### src/rtl/syncmem_ctl.sv
module syncmem_ctl #(
  parameter int LANES = 2
) (
  input  logic             clk,
  input  logic             rst_n,
  input  logic             cs1_n,
  input  logic             cs2,
  input  logic             cs3_n,
  input  logic             clk_en_n,
  input  logic             wr_n,
  input  logic [LANES-1:0] bwe_n,
  input  logic             oe_n,
  input  logic             sleep,
  output logic [LANES-1:0] lane_wr,
  output logic             drive_en,
  output logic             rd_cycle,
  output logic             wr_cycle,
  output logic             idle
);

  logic             sel;
  logic             cur_rd, cur_wr, desel_q, fresh;
  logic [LANES-1:0] strb_q;

  assign sel = !cs1_n && cs2 && !cs3_n;

  always_ff @(posedge clk or negedge rst_n) begin
    if (!rst_n) begin
      cur_rd  <= 1'b0;
      cur_wr  <= 1'b0;
      desel_q <= 1'b1;
      fresh   <= 1'b0;
      strb_q  <= '0;
    end else if (!clk_en_n) begin
      if (sleep || !sel) begin
        cur_rd  <= 1'b0;
        cur_wr  <= 1'b0;
        desel_q <= 1'b1;
        fresh   <= 1'b0;
        strb_q  <= '0;
      end else begin
        cur_rd  <= wr_n;
        cur_wr  <= !wr_n;
        strb_q  <= wr_n ? '0 : ~bwe_n;
        fresh   <= desel_q;
        desel_q <= 1'b0;
      end
    end
  end

  assign rd_cycle = cur_rd && !sleep;
  assign wr_cycle = cur_wr && !sleep;
  assign idle     = !(rd_cycle || wr_cycle);
  assign lane_wr  = wr_cycle ? strb_q : '0;
  assign drive_en = rd_cycle && !fresh && !oe_n;

  AST_SEL_DECODE: assert property (@(posedge clk) disable iff (!rst_n)
    (!clk_en_n && !(!cs1_n && cs2 && !cs3_n)) |=> (!cur_rd && !cur_wr));
  AST_MASKED_HOLD: assert property (@(posedge clk) disable iff (!rst_n)
    clk_en_n |=> $stable({cur_rd, cur_wr, fresh, desel_q, strb_q}));
  AST_NO_DRIVE_IN_WRITE: assert property (@(posedge clk) disable iff (!rst_n)
    wr_cycle |-> !drive_en);
  AST_STRB_ONLY_WRITE: assert property (@(posedge clk) disable iff (!rst_n)
    (|lane_wr) |-> wr_cycle);
  AST_ONE_KIND: assert property (@(posedge clk) disable iff (!rst_n)
    $countones({rd_cycle, wr_cycle, idle}) == 1);
  AST_FIRST_AFTER_DESEL: assert property (@(posedge clk) disable iff (!rst_n)
    (!clk_en_n && !sleep && idle && !cs1_n && cs2 && !cs3_n && wr_n) |=> !drive_en);
  AST_SLEEP_QUIET: assert property (@(posedge clk) disable iff (!rst_n)
    sleep |-> (!drive_en && lane_wr == '0 && idle));

endmodule

### config.mk
export PLATFORM = sky130hd
export DESIGN_NAME = syncmem_ctl
export DESIGN_NICKNAME = d
export VERILOG_FILES = /design/src/rtl/syncmem_ctl.sv
export SDC_FILE = /design/constraint.sdc
export NUM_CORES = 1
export LEC_CHECK = 0
export ABC_CLOCK_PERIOD_IN_PS = 1130
export BUFFER_PORTS_ARGS = -buffer_cell sky130_fd_sc_hd__buf_2
export CAP_MARGIN = 20
export CORE_AREA = 3 3 40 42
export CTS_BUF_LIST = sky130_fd_sc_hd__clkbuf_4 sky130_fd_sc_hd__clkbuf_8
export CTS_CLUSTER_DIAMETER = 100
export DETAILED_ROUTE_END_ITERATION = 7
export DIE_AREA = 0 0 43 45
export GPL_TIMING_DRIVEN = 0
export PLACE_DENSITY_LB_ADDON = 0.05
export SLEW_MARGIN = 20
export SYNTH_ARGS = -nofsm -noshare
export SYNTH_HDL_FRONTEND = slang
export SYNTH_SLANG_ARGS = --single-unit
### constraint.sdc
create_clock -name clk -period 1.13 [get_ports clk]
set_clock_uncertainty 0.15 [all_clocks]
set_input_delay 0.113 -clock clk [delete_from_list [all_inputs] [get_ports clk]]
set_output_delay 0.113 -clock clk [all_outputs]
set_load 0.02 [all_outputs]
**Yosys cells after proc, flatten, opt, wreduce, memory -nomap -nowiden**

Index checks and enable logic that the tools add are counted.

- Input port bits: 11
- Output and inout bits: 6
- Register bits: 6
- Logic and storage cells: 29

- Bitwise gates (word level): 1
- Reductions and logical operators: 16
- Mux-type cells: 7

Operator list:

| kind | count |
|---|---|
| 1-bit logical NOT | 8 |
| 1-bit logical AND | 6 |
| 2-bit two-way mux | 3 |
| 1-bit two-way mux | 4 |
| 1-bit logical OR | 2 |
| 2-bit NOT | 1 |

**Logic depth before layout (Yosys ltp)**

Gate-level depths: netlist (run 1).

- Word-level depth: 6
- Depth in mapped cells: 3
- Gate-level depth less buffers: 2

**Worst setup path before layout (run 1)**

OpenSTA, ideal clock, no wires.

- Path type: reg-to-output
- From: register cur_rd
- To: output port drive_en
- Required time: 0.867 ns
- Slack: -0.435 ns
- Stages on the path, launching flop included: 3
- Arrival: 1.302 ns
- Path buffers: 0
- Cells stage by stage: dfrtp_1 -> nor2b_1 -> nor3b_1

- Cells in the longest elaborated chain, start to end: 3

Ends and longest elaborated chain:

| what | line | text |
|---|---|---|
| start, declared | 22 | `logic cur_rd, cur_wr, desel_q, fresh;` |
| start signal, assigned | 42 | `cur_rd <= wr_n;` |
| 1-bit logical AND | 51 | `assign rd_cycle = cur_rd && !sleep;` |
| net rd_cycle | 16 | `output logic rd_cycle,` |
| 1-bit logical AND (2 in a row) | 55 | `assign drive_en = rd_cycle && !fresh && !oe_n;` |
| end, declared | 15 | `output logic drive_en,` |

The timed path passes the listed nets, and every way through them passes these cells.

**Worst setup path after layout (run 1)**

- From: register cur_rd
- To: output port drive_en

- Cells in the longest elaborated chain, start to end: 3

Ends and longest elaborated chain:

| what | line |
|---|---|
| 1-bit logical AND | 51 |
| 1-bit logical AND (2 in a row) | 55 |

No other way between the ends.

==> metrics.cfg, run 1 <==
[floorplan]
core_area_sq_mm = 0.00128
die-area_sq_mm = 0.00194
fp.dieH_um = 45
io_pins = 17
die_width_um = 43
rows = 13
initial_core_util_pct = 23.5

[clocking]
cts_made_buffers = 3
clk_latency_ns = 0.25
path_clk_slew_ns = 0.05
h-tree-depth = 1
cts_root_buffer = clkbuf_4
cts_tree = done
cts_num_sinks = 6
clockBufferDepth = 2

[sta]
setup_ws_ns = -0.193
relSlewSlack_pct = 78.7
rsz0062_at_grt = true
finalCritPeriodShare_pct = 117
report.final.setup_viol = 6
slew_violations = 0
period_minus_slack_ns = 1.32
hold_viol = 0
worst_pin_slew_ns = 0.319
fmax_mhz = 756

[route]
ant_nets = 0
via_count = 289
drc = 0
routed_wl_um = 775
firstDrtPassIters = 2
detail_route.vias_per_cell = 4.66
first_iter_violations = 2
routedWlPerCell_um = 12.5

[global_route]
grt_use_met2_pct = 13.8
met3_usage_pct = 4.38
grt_pass1_wl_um = 1240
gr-usage-met1_pct = 9.54
antenna_found_initial = 0
top_usage_layer = met2
grt_pass1_vias = 299
grt_max_degree = 9
grtUsageTotal_pct = 9.29
overflow = 0

[yosys]
yosysWarnings = 0
synth.distinct_cells = 13
yosys-top-cells-area = dfrtp_1 41%, a32o_1 13%, dfstp_2 8.7%
syn_area_sq_um = 302
synth_top_area_share_pct = 41.5
syn_inst = 25
synth_seq_area_share_pct = 50.2
synth.avg_cell_area_sq_um = 12.1
synth_nets = 36
synth-seq-cells = 6
synth_area_leader_cell = dfrtp_1

[hold_path]
hold_path.class = input pin to flip-flop
hold_depth = 2
min-delay-start = clk_en_n
hold_path_end = strb_q[1]

[critical_path]
r2r_cells = 2
required_ns = 0.87
path_class = flip-flop to primary output
crit_fanout = 3
cp.arrival_ns = 1.06
cp-start-kind = flip-flop
cp-end-kind = primary output
reg2reg_setup_slack_ns = 0.18
reg2reg_to = cur_wr
timing.rr.start = cur_wr

[power]
ir_worst_vdd_mv = 0.409
total_power_w = 0.000540
power_density_mw_per_mm2 = 1060
p_leak_nw = 0.241

[final_layout]
mostFrequentLayoutCell = buf_2
final_cell_mix = 10 x buf_2, 5 x dfrtp_1
area_growth_pct = 68.9
drive_above_1_share_pct = 63.8
nets = 59
fin_area_sq_um = 509
final_core_util_pct = 39.6
diodes = 0

[status]
violations = setup timing
status = finished, violations left

[placed_design]
pre_cts_ws_ns = 0.0251
placed_area_sq_um = 422
port_buffers = 15
gp_congestion = 0.645

[run]
drv_cap = 0

==> Yosys cell counts (all sizes together) <==
library cell  n
dfrtp         5
nor3          1
a22o          1
and2          2
a32o          4
inv           2
nor2          2
nor3b         2
a21oi         1
buf           1
nor2b         3
dfstp         1
==> power breakdown <==
| part | leakage [nW] | internal, W | total (W) | switching [W] |
|---|---|---|---|---|
| combinational | 0.143 | 0.0000324 | 0.0000668 | 0.0000345 |
| sequential | 0.0798 | 0.000221 | 0.000225 | 0.00000315 |
| clock | 0.0184 | 0.000159 | 0.000248 | 0.0000898 |
| total | 0.241 | 0.000412 | 0.000540 | 0.000127 |
==> worst max-delay path by stage <==
stage	end	slack, ns	cells past startpoint	startpoint
floorplan	drive_en	0.01	2	cur_rd
global placement	drive_en	0.03	3	cur_rd
detailed placement	drive_en	0.03	3	cur_rd
CTS	drive_en	-0.21	3	cur_rd
global route	drive_en	-0.26	3	cur_rd
finish	drive_en	-0.19	3	cur_rd
==> cell type report <==
| cell class | instances | area (sq um) |
|---|---|---|
| Multi-Input combinational cell | 16 | 166 |
| Inverter | 2 | 7.51 |
| Sequential cell | 6 | 151 |
| Tap cell | 15 | 18.8 |
| Clock buffer | 4 | 30.0 |
| Fill cell | 135 | 776 |
| Buffer | 1 | 7.51 |
| Timing Repair Buffer | 18 | 128 |
==> cell families (layout without fill, tap and decap cells) <==
group	count (synthesis)	after routing	share of synthesized area, %
buf+inv	3	25	4.98
flops	6	6	50.2
compound gates	6	6	17.8
simple gates	10	10	27.0
==> routing by layer <==
layer	vias up	wire (um)
met5	-	0
met4	0	28
met3	5	65
met2	14	371
met1	135	311
li1	135	-
==> flip-flops by register name (all words and copies together), names as in the netlist <==
name	flops
fresh	1
strb_q	2
desel_q	1
cur_rd	1
cur_wr	1
==> through the flow <==
stage	instances	setup TNS (ns)	hold slack, ns
floorplan	25	0	-0.333
global placement	55	0	-0.206
detailed placement	55	0	-0.201
CTS	62	-0.822	0.00466
global route	62	-1.04	0.0163
finish	62	-0.767	0.00998
==> critical path: stages, from the launching register on <==
cell     delay (ns)
dfrtp_1        0.34
nor2b_4        0.15
nor3b_4        0.19
buf_6          0.14
==> timing repair <==
action	CTS	global route
buffers inserted	2	0
hold buffers	1	0
pin swaps	3	2
hold endpoints to repair	6	0
resized for setup	11	0
endpoints found under the setup margin	6	6
No activity file was read; power rests on OpenSTA's default activity.
==> inputs of run 2 (changes only) <==
- CELL_PAD_IN_SITES_DETAIL_PLACEMENT: default -> 1
- CELL_PAD_IN_SITES_GLOBAL_PLACEMENT: default -> 2
- SKIP_LAST_GASP: default -> 1
==> run 2 against run 1 <==
  * The flow still finishes with violations (setup timing)
  * Cell count increased by 1.6%
  * Worst hold slack improved by 0.0060 ns
  * Critical endpoint unchanged
  * Largest power group unchanged
  * Total power increased by 0.10%
  * Sequential share of layout area decreased by 0.99 points
  * Flip-flop and latch count unchanged
==> metrics.cfg, run 2 (same netlist as run 1, synthesis figures left out) <==
[status]
status = finished, violations left
violations = setup timing

[global_route]
grtUsageTotal_pct = 9.56  ; +0.27 points
antenna_found_initial = 0  ; unchanged
grt_max_degree = 9  ; unchanged
grt_pass1_vias = 302  ; +1.0%
grt_pass1_wl_um = 1320  ; +6.6%
overflow = 0  ; unchanged

[clocking]
clockBufferDepth = 2  ; unchanged
cts_tree = done
cts_root_buffer = clkbuf_4
cts_num_sinks = 6  ; unchanged
cts_made_buffers = 3  ; unchanged
clk_latency_ns = 0.25  ; about the same
h-tree-depth = 1  ; unchanged
path_clk_slew_ns = 0.05  ; about the same

[critical_path]
cp-start-kind = flip-flop
path_class = flip-flop to primary output
cp-end-kind = primary output
crit_fanout = 3  ; unchanged
required_ns = 0.87  ; about the same
cp.arrival_ns = 1.08  ; +0.02 ns

[final_layout]
diodes = 0  ; unchanged
area_growth_pct = 74.7
drive_above_1_share_pct = 64.6  ; +0.75 points
largest_reg_flops = 2  ; unchanged
top_register = strb_q
nets = 60  ; +1.7%
final_core_util_pct = 41.0  ; +1.4 points
final_cell_mix = 9 x buf_2, 6 x buf_6, 5 x dfrtp_1
mostFrequentLayoutCell = buf_2
final_cells = 63  ; +1.6%

[floorplan]
die-area_sq_mm = 0.00194  ; unchanged
io_pins = 17  ; unchanged
core_area_sq_mm = 0.00128  ; unchanged
initial_core_util_pct = 23.5  ; unchanged
die_width_um = 43  ; unchanged
rows = 13  ; unchanged
fp.dieH_um = 45  ; unchanged

[run]
drv_cap = 0  ; unchanged

[power]
ir_worst_vdd_mv = 0.531  ; +30%
power_density_mw_per_mm2 = 1030  ; -3.2%
total_power_w = 0.000540  ; +0.10%
p_leak_nw = 0.248  ; +2.8%

[placed_design]
dp_hpwl_um = 620
gp_congestion = 0.610  ; -5.4%
port_buffers = 15  ; unchanged
placed_cells_incl_taps = 55  ; unchanged

[sta]
rsz0062_at_grt = true
report.final.setup_viol = 6  ; unchanged
finalCritPeriodShare_pct = 118  ; +1.4 points
fmax_mhz = 747  ; -1.2%
setup_ws_ns = -0.208  ; -0.0155 ns
slew_violations = 0  ; unchanged
period_minus_slack_ns = 1.34  ; +0.0155 ns
relSlewSlack_pct = 80.1  ; +1.3 points
hold_viol = 0  ; unchanged
worst_pin_slew_ns = 0.299  ; -0.0199 ns

[route]
ant_nets = 0  ; unchanged
detail_route.vias_per_cell = 4.56  ; -2.3%
routedWlPerCell_um = 12.8  ; +2.5%
routed_wl_um = 807  ; +4.1%
firstDrtPassIters = 4  ; +2
first_iter_violations = 6  ; +4
via_count = 287  ; -0.69%
drc = 0  ; unchanged

[hold_path]
hold_path.class = input pin to flip-flop

## run 2: cell count changes in the layout (fill, tap and decap cells not counted), sizes merged
cell	before	now
buf	18	19
## run 2: worst max-delay path: stages, from the launching register on
cell,delay [ns]
dfrtp_1,0.34
nor2b_4,0.16
nor3b_4,0.19
buf_6,0.14
## run 2: path summary, 6_finish.rpt
check                           from        end  slack (ns)  cells past startpoint
max reg2reg                   cur_rd     cur_rd        0.17                      2
max in group asynchronous      rst_n    desel_q        0.54                      2
min reg2reg                strb_q[0]  strb_q[0]        0.35                      1
max                           cur_rd   drive_en       -0.21                      3
min in group asynchronous      rst_n     cur_wr        0.07                      2
min                             wr_n     cur_rd        0.02                      2
## run 2: repair_timing
| action | in CTS | in global routing |
|---|---|---|
| endpoints found under the setup margin | 6 | 6 |
| hold buffers | 1 | 0 |
| hold endpoints to repair | 6 | 0 |
| resized for setup | 11 | 3 |
| setup buffers | 1 | 2 |
| pin swaps | 3 | 0 |
## run 2: cell type report
cell class,instances,area [sq um]
plain buffers,1,7.51
clock buffers,4,30.0
fillers,154,758
inverters,2,7.51
multi-input cells,16,166
flip-flops and latches,6,151
well taps,15,18.8
repair buffers,19,145
## run 2: layer usage
metal,vias to the layer above,track usage (%),part of all wire (%)
met5,-,0,0
li1,136,-,-
met1,136,10.6,39
met3,2,4.38,8.6
met4,0,5.42,1.7
met2,13,15.3,51
## run 2: power breakdown
part	internal (W)	total [W]	switching [W]
clock network	0.000158	0.000247	0.0000888
registers	0.000221	0.000225	0.00000366
logic	0.0000333	0.0000680	0.0000347
total	0.000413	0.000540	0.000127
## run 2: through the flow
step | instance area [sq um] | hold slack (ns) | TNS (ns) | worst slack, ns
after floorplan | 328 | -0.333 | 0 | 0.0137
after global placement | 422 | -0.206 | 0 | 0.0348
after detailed placement | 422 | -0.203 | 0 | 0.0282
after CTS | 502 | 0.0139 | -0.885 | -0.204
after global routing | 527 | 0.0181 | -1.36 | -0.260
final | 527 | 0.0160 | -1.02 | -0.208
==> inputs of run 3 (changes only) <==
- ABC_AREA: default -> 1
- CORE_AREA: 3 3 40 42 -> default
- CORE_MARGIN: default -> 3
- CORE_UTILIZATION: default -> 23
- DIE_AREA: 0 0 43 45 -> default
- RECOVER_POWER: default -> 100
==> run 3 against run 2 <==
  * The flow still finishes with violations (setup timing)
  * Critical path depth increased by 1
  * Via count up 30%
  * Setup slack better by 0.10 ns
  * Total power up 2.0%
  * Global-route usage rose by 0.78 points
  * Flip-flop and latch count stayed put
  * Register-to-register slack barely moved
  * Sequential share of layout area fell by 2.1 points
  * Sequential power about the same
  * Cell count rose by 38%
  * Critical path type unchanged
  * Critical endpoint is now idle
==> metrics.cfg, run 3 <==
[status]
status = finished, violations left
violations = setup timing

[floorplan]
die_width_um = 45.0  ; +4.6%
io_pins = 17  ; unchanged
initial_core_util_pct = 25.5  ; +2.1 points
core_area_sq_mm = 0.00137  ; +6.3%
rows = 13  ; unchanged
fp.dieH_um = 45.0  ; about the same
die-area_sq_mm = 0.00202  ; +4.5%

[route]
firstDrtPassIters = 1  ; -3
routedWlPerCell_um = 10.2  ; -20%
via_count = 374  ; +30%
detail_route.vias_per_cell = 4.30  ; -5.6%
drc = 0  ; unchanged
routed_wl_um = 886  ; +9.8%
ant_nets = 0  ; unchanged
first_iter_violations = 0  ; -6

[clocking]
h-tree-depth = 1  ; unchanged
cts_tree = done
cts_made_buffers = 3  ; unchanged
clk_latency_ns = 0.24  ; about the same
clockBufferDepth = 2  ; unchanged
cts_root_buffer = clkbuf_4
path_clk_slew_ns = 0.04  ; about the same
cts_num_sinks = 6  ; unchanged

[critical_path]
crit_fanout = 2  ; -1
cp-end-kind = primary output
required_ns = 0.87  ; about the same
cp.arrival_ns = 0.98  ; -0.10 ns
path_class = flip-flop to primary output
cp-start-kind = flip-flop

[global_route]
grt_pass1_wl_um = 1410  ; +6.8%
grtUsageTotal_pct = 10.3  ; +0.78 points
grt_pass1_vias = 362  ; +20%
grt_max_degree = 9  ; unchanged
antenna_found_initial = 0  ; unchanged
overflow = 0  ; unchanged

[run]
drv_cap = 0  ; unchanged

[final_layout]
fin_area_sq_um = 568  ; +7.8%
top_register = strb_q
final.fill_count = 182  ; +18%
largest_reg_flops = 2  ; unchanged
area_growth_pct = 62.7
final_cell_mix = 13 x nand2_1, 9 x buf_2, 8 x buf_4
final_cells = 87  ; +38%
nets = 84  ; +40%
diodes = 0  ; unchanged
mostFrequentLayoutCell = nand2_1
drive_above_1_share_pct = 45.8  ; -19 points

[placed_design]
port_buffers = 15  ; unchanged
gp_congestion = 0.797  ; +31%
dp_hpwl_um = 752  ; +21%
placed_cells_incl_taps = 75  ; +36%
placed_area_sq_um = 443  ; +5.0%

[yosys]
synth.distinct_cells = 14  ; +1
syn_inst = 45  ; +80%
synth_commonest_cells = 14 x nand2_1, 6 x inv_1, 5 x dfrtp_1, 5 x nand4_1, 4 x nor2_1
synth_area_leader_cell = dfrtp_1
synth-seq-cells = 6  ; unchanged
syn_area_sq_um = 349  ; +16%
synth.avg_cell_area_sq_um = 7.76  ; -36%
yosysWarnings = 0  ; unchanged
synth_edf_count = 0  ; unchanged
synth_nets = 56  ; +56%
yosys-top-cells-area = dfrtp_1 36%, nand2_1 15%, nand4_1 9.0%
synth_seq_area_share_pct = 43.4  ; -6.8 points
ys_dominant_reg_cell = dfrtp_1
synth.most_common_cell = nand2_1
synth_top_area_share_pct = 35.8  ; -5.7 points
synth-async-reset-ratio_pct = 100  ; unchanged

[power]
ir_worst_vdd_mv = 0.404  ; -24%
power_density_mw_per_mm2 = 970  ; -5.4%
p_leak_nw = 0.335  ; +35%

[hold_path]
hold_path.class = input pin to flip-flop

[sta]
period_minus_slack_ns = 1.24  ; -0.0997 ns
fmax_mhz = 807  ; +8.1%
relSlewSlack_pct = 78.6  ; -1.5 points
finalCritPeriodShare_pct = 110  ; -8.8 points
rsz0062_at_grt = true
report.final.setup_viol = 6  ; unchanged
slew_violations = 0  ; unchanged
worst_pin_slew_ns = 0.321  ; +0.0227 ns
fin_hold_ws_ns = 0.0293  ; +0.0133 ns
setup_ws_ns = -0.109  ; +0.0997 ns
hold_viol = 0  ; unchanged

[run 3: cell types whose count changed in the layout (fill, tap and decap cells not counted), sizes merged, moves of 3 or more]
cell / before / now
nand2: 0 / 15
inv: 2 / 9
nand4: 0 / 5
nor2: 2 / 7
a32o: 4 / 0
nor2b: 3 / 0
[run 3: cell type report]
type | instances | area [sq um] | share of cell area [%]
buffer | 1 | 11.3 | 1.98
sequential | 6 | 151 | 26.7
clock buffer | 4 | 30.0 | 5.29
tap | 15 | 18.8 | 3.30
multi-input combinational | 29 | 160 | 28.2
timing repair buffer | 23 | 163 | 28.6
inverter | 9 | 33.8 | 5.95
[run 3: where the power goes]
group	internal, W	switching, W	total (W)
clock	0.000158	0.0000785	0.000236
combinational	0.0000427	0.0000455	0.0000883
sequential	0.000223	0.00000375	0.000227
[run 3: metal layers]
layer | wire (um) | track usage [%]
met1 | 349 | 10.3
met2 | 453 | 16.9
met3 | 63 | 1.20
met4 | 19 | 12.3
met5 | 0 | 0
[run 3: worst max-delay path, stage by stage (launching register included)]
cell and delay [ns]:
dfrtp_1 0.38, nand2_2 0.08, inv_2 0.04, nor2_2 0.11
buf_6 0.12
[run 3: path summary, 6_finish.rpt]
kind	from	end	slack (ns)	cells after the start
setup / recovery	cur_rd	idle	-0.11	4
hold / removal	wr_n	cur_rd	0.03	3
setup reg to reg	cur_rd	cur_rd	0.16	4
hold reg to reg	desel_q	desel_q	0.32	2
max in group asynchronous	rst_n	desel_q	0.42	2
min in group asynchronous	rst_n	strb_q[1]	0.12	2
[run 3: cell families (layout without fill, tap and decap cells)]
kind of cell           count (synthesis)  after routing  share of synthesized area (%)
AND/OR/NAND/NOR                       29             29                           43.7
flip-flops                             6              6                           43.4
buffers and inverters                 10             37                           12.9
[run 3: repair_timing]
| item | 4_1_cts | 5_1_grt |
|---|---|---|
| gates resized for setup | 9 | 1 |
| hold buffers | 4 | 0 |
| cloned | 0 | 0 |
| pin swaps | 4 | 3 |
| setup buffers | 1 | 3 |
| hold endpoints to repair | 12 | 0 |
| endpoints found under the setup margin | 6 | 7 |
[run 3: through the flow]
| stage | utilization, % | setup TNS [ns] | total power (W) | worst slack (ns) |
|---|---|---|---|---|
| after floorplan | - | 0 | 0.000267 | 0.000436 |
| after global placement | 32.4 | 0 | 0.000297 | 0.124 |
| after detailed placement | 32.4 | 0 | 0.000302 | 0.0825 |
| after CTS | 39.8 | -0.479 | 0.000566 | -0.136 |
| after global routing | 41.6 | -0.635 | 0.000587 | -0.156 |
| final | 41.6 | -0.321 | 0.000551 | -0.109 |
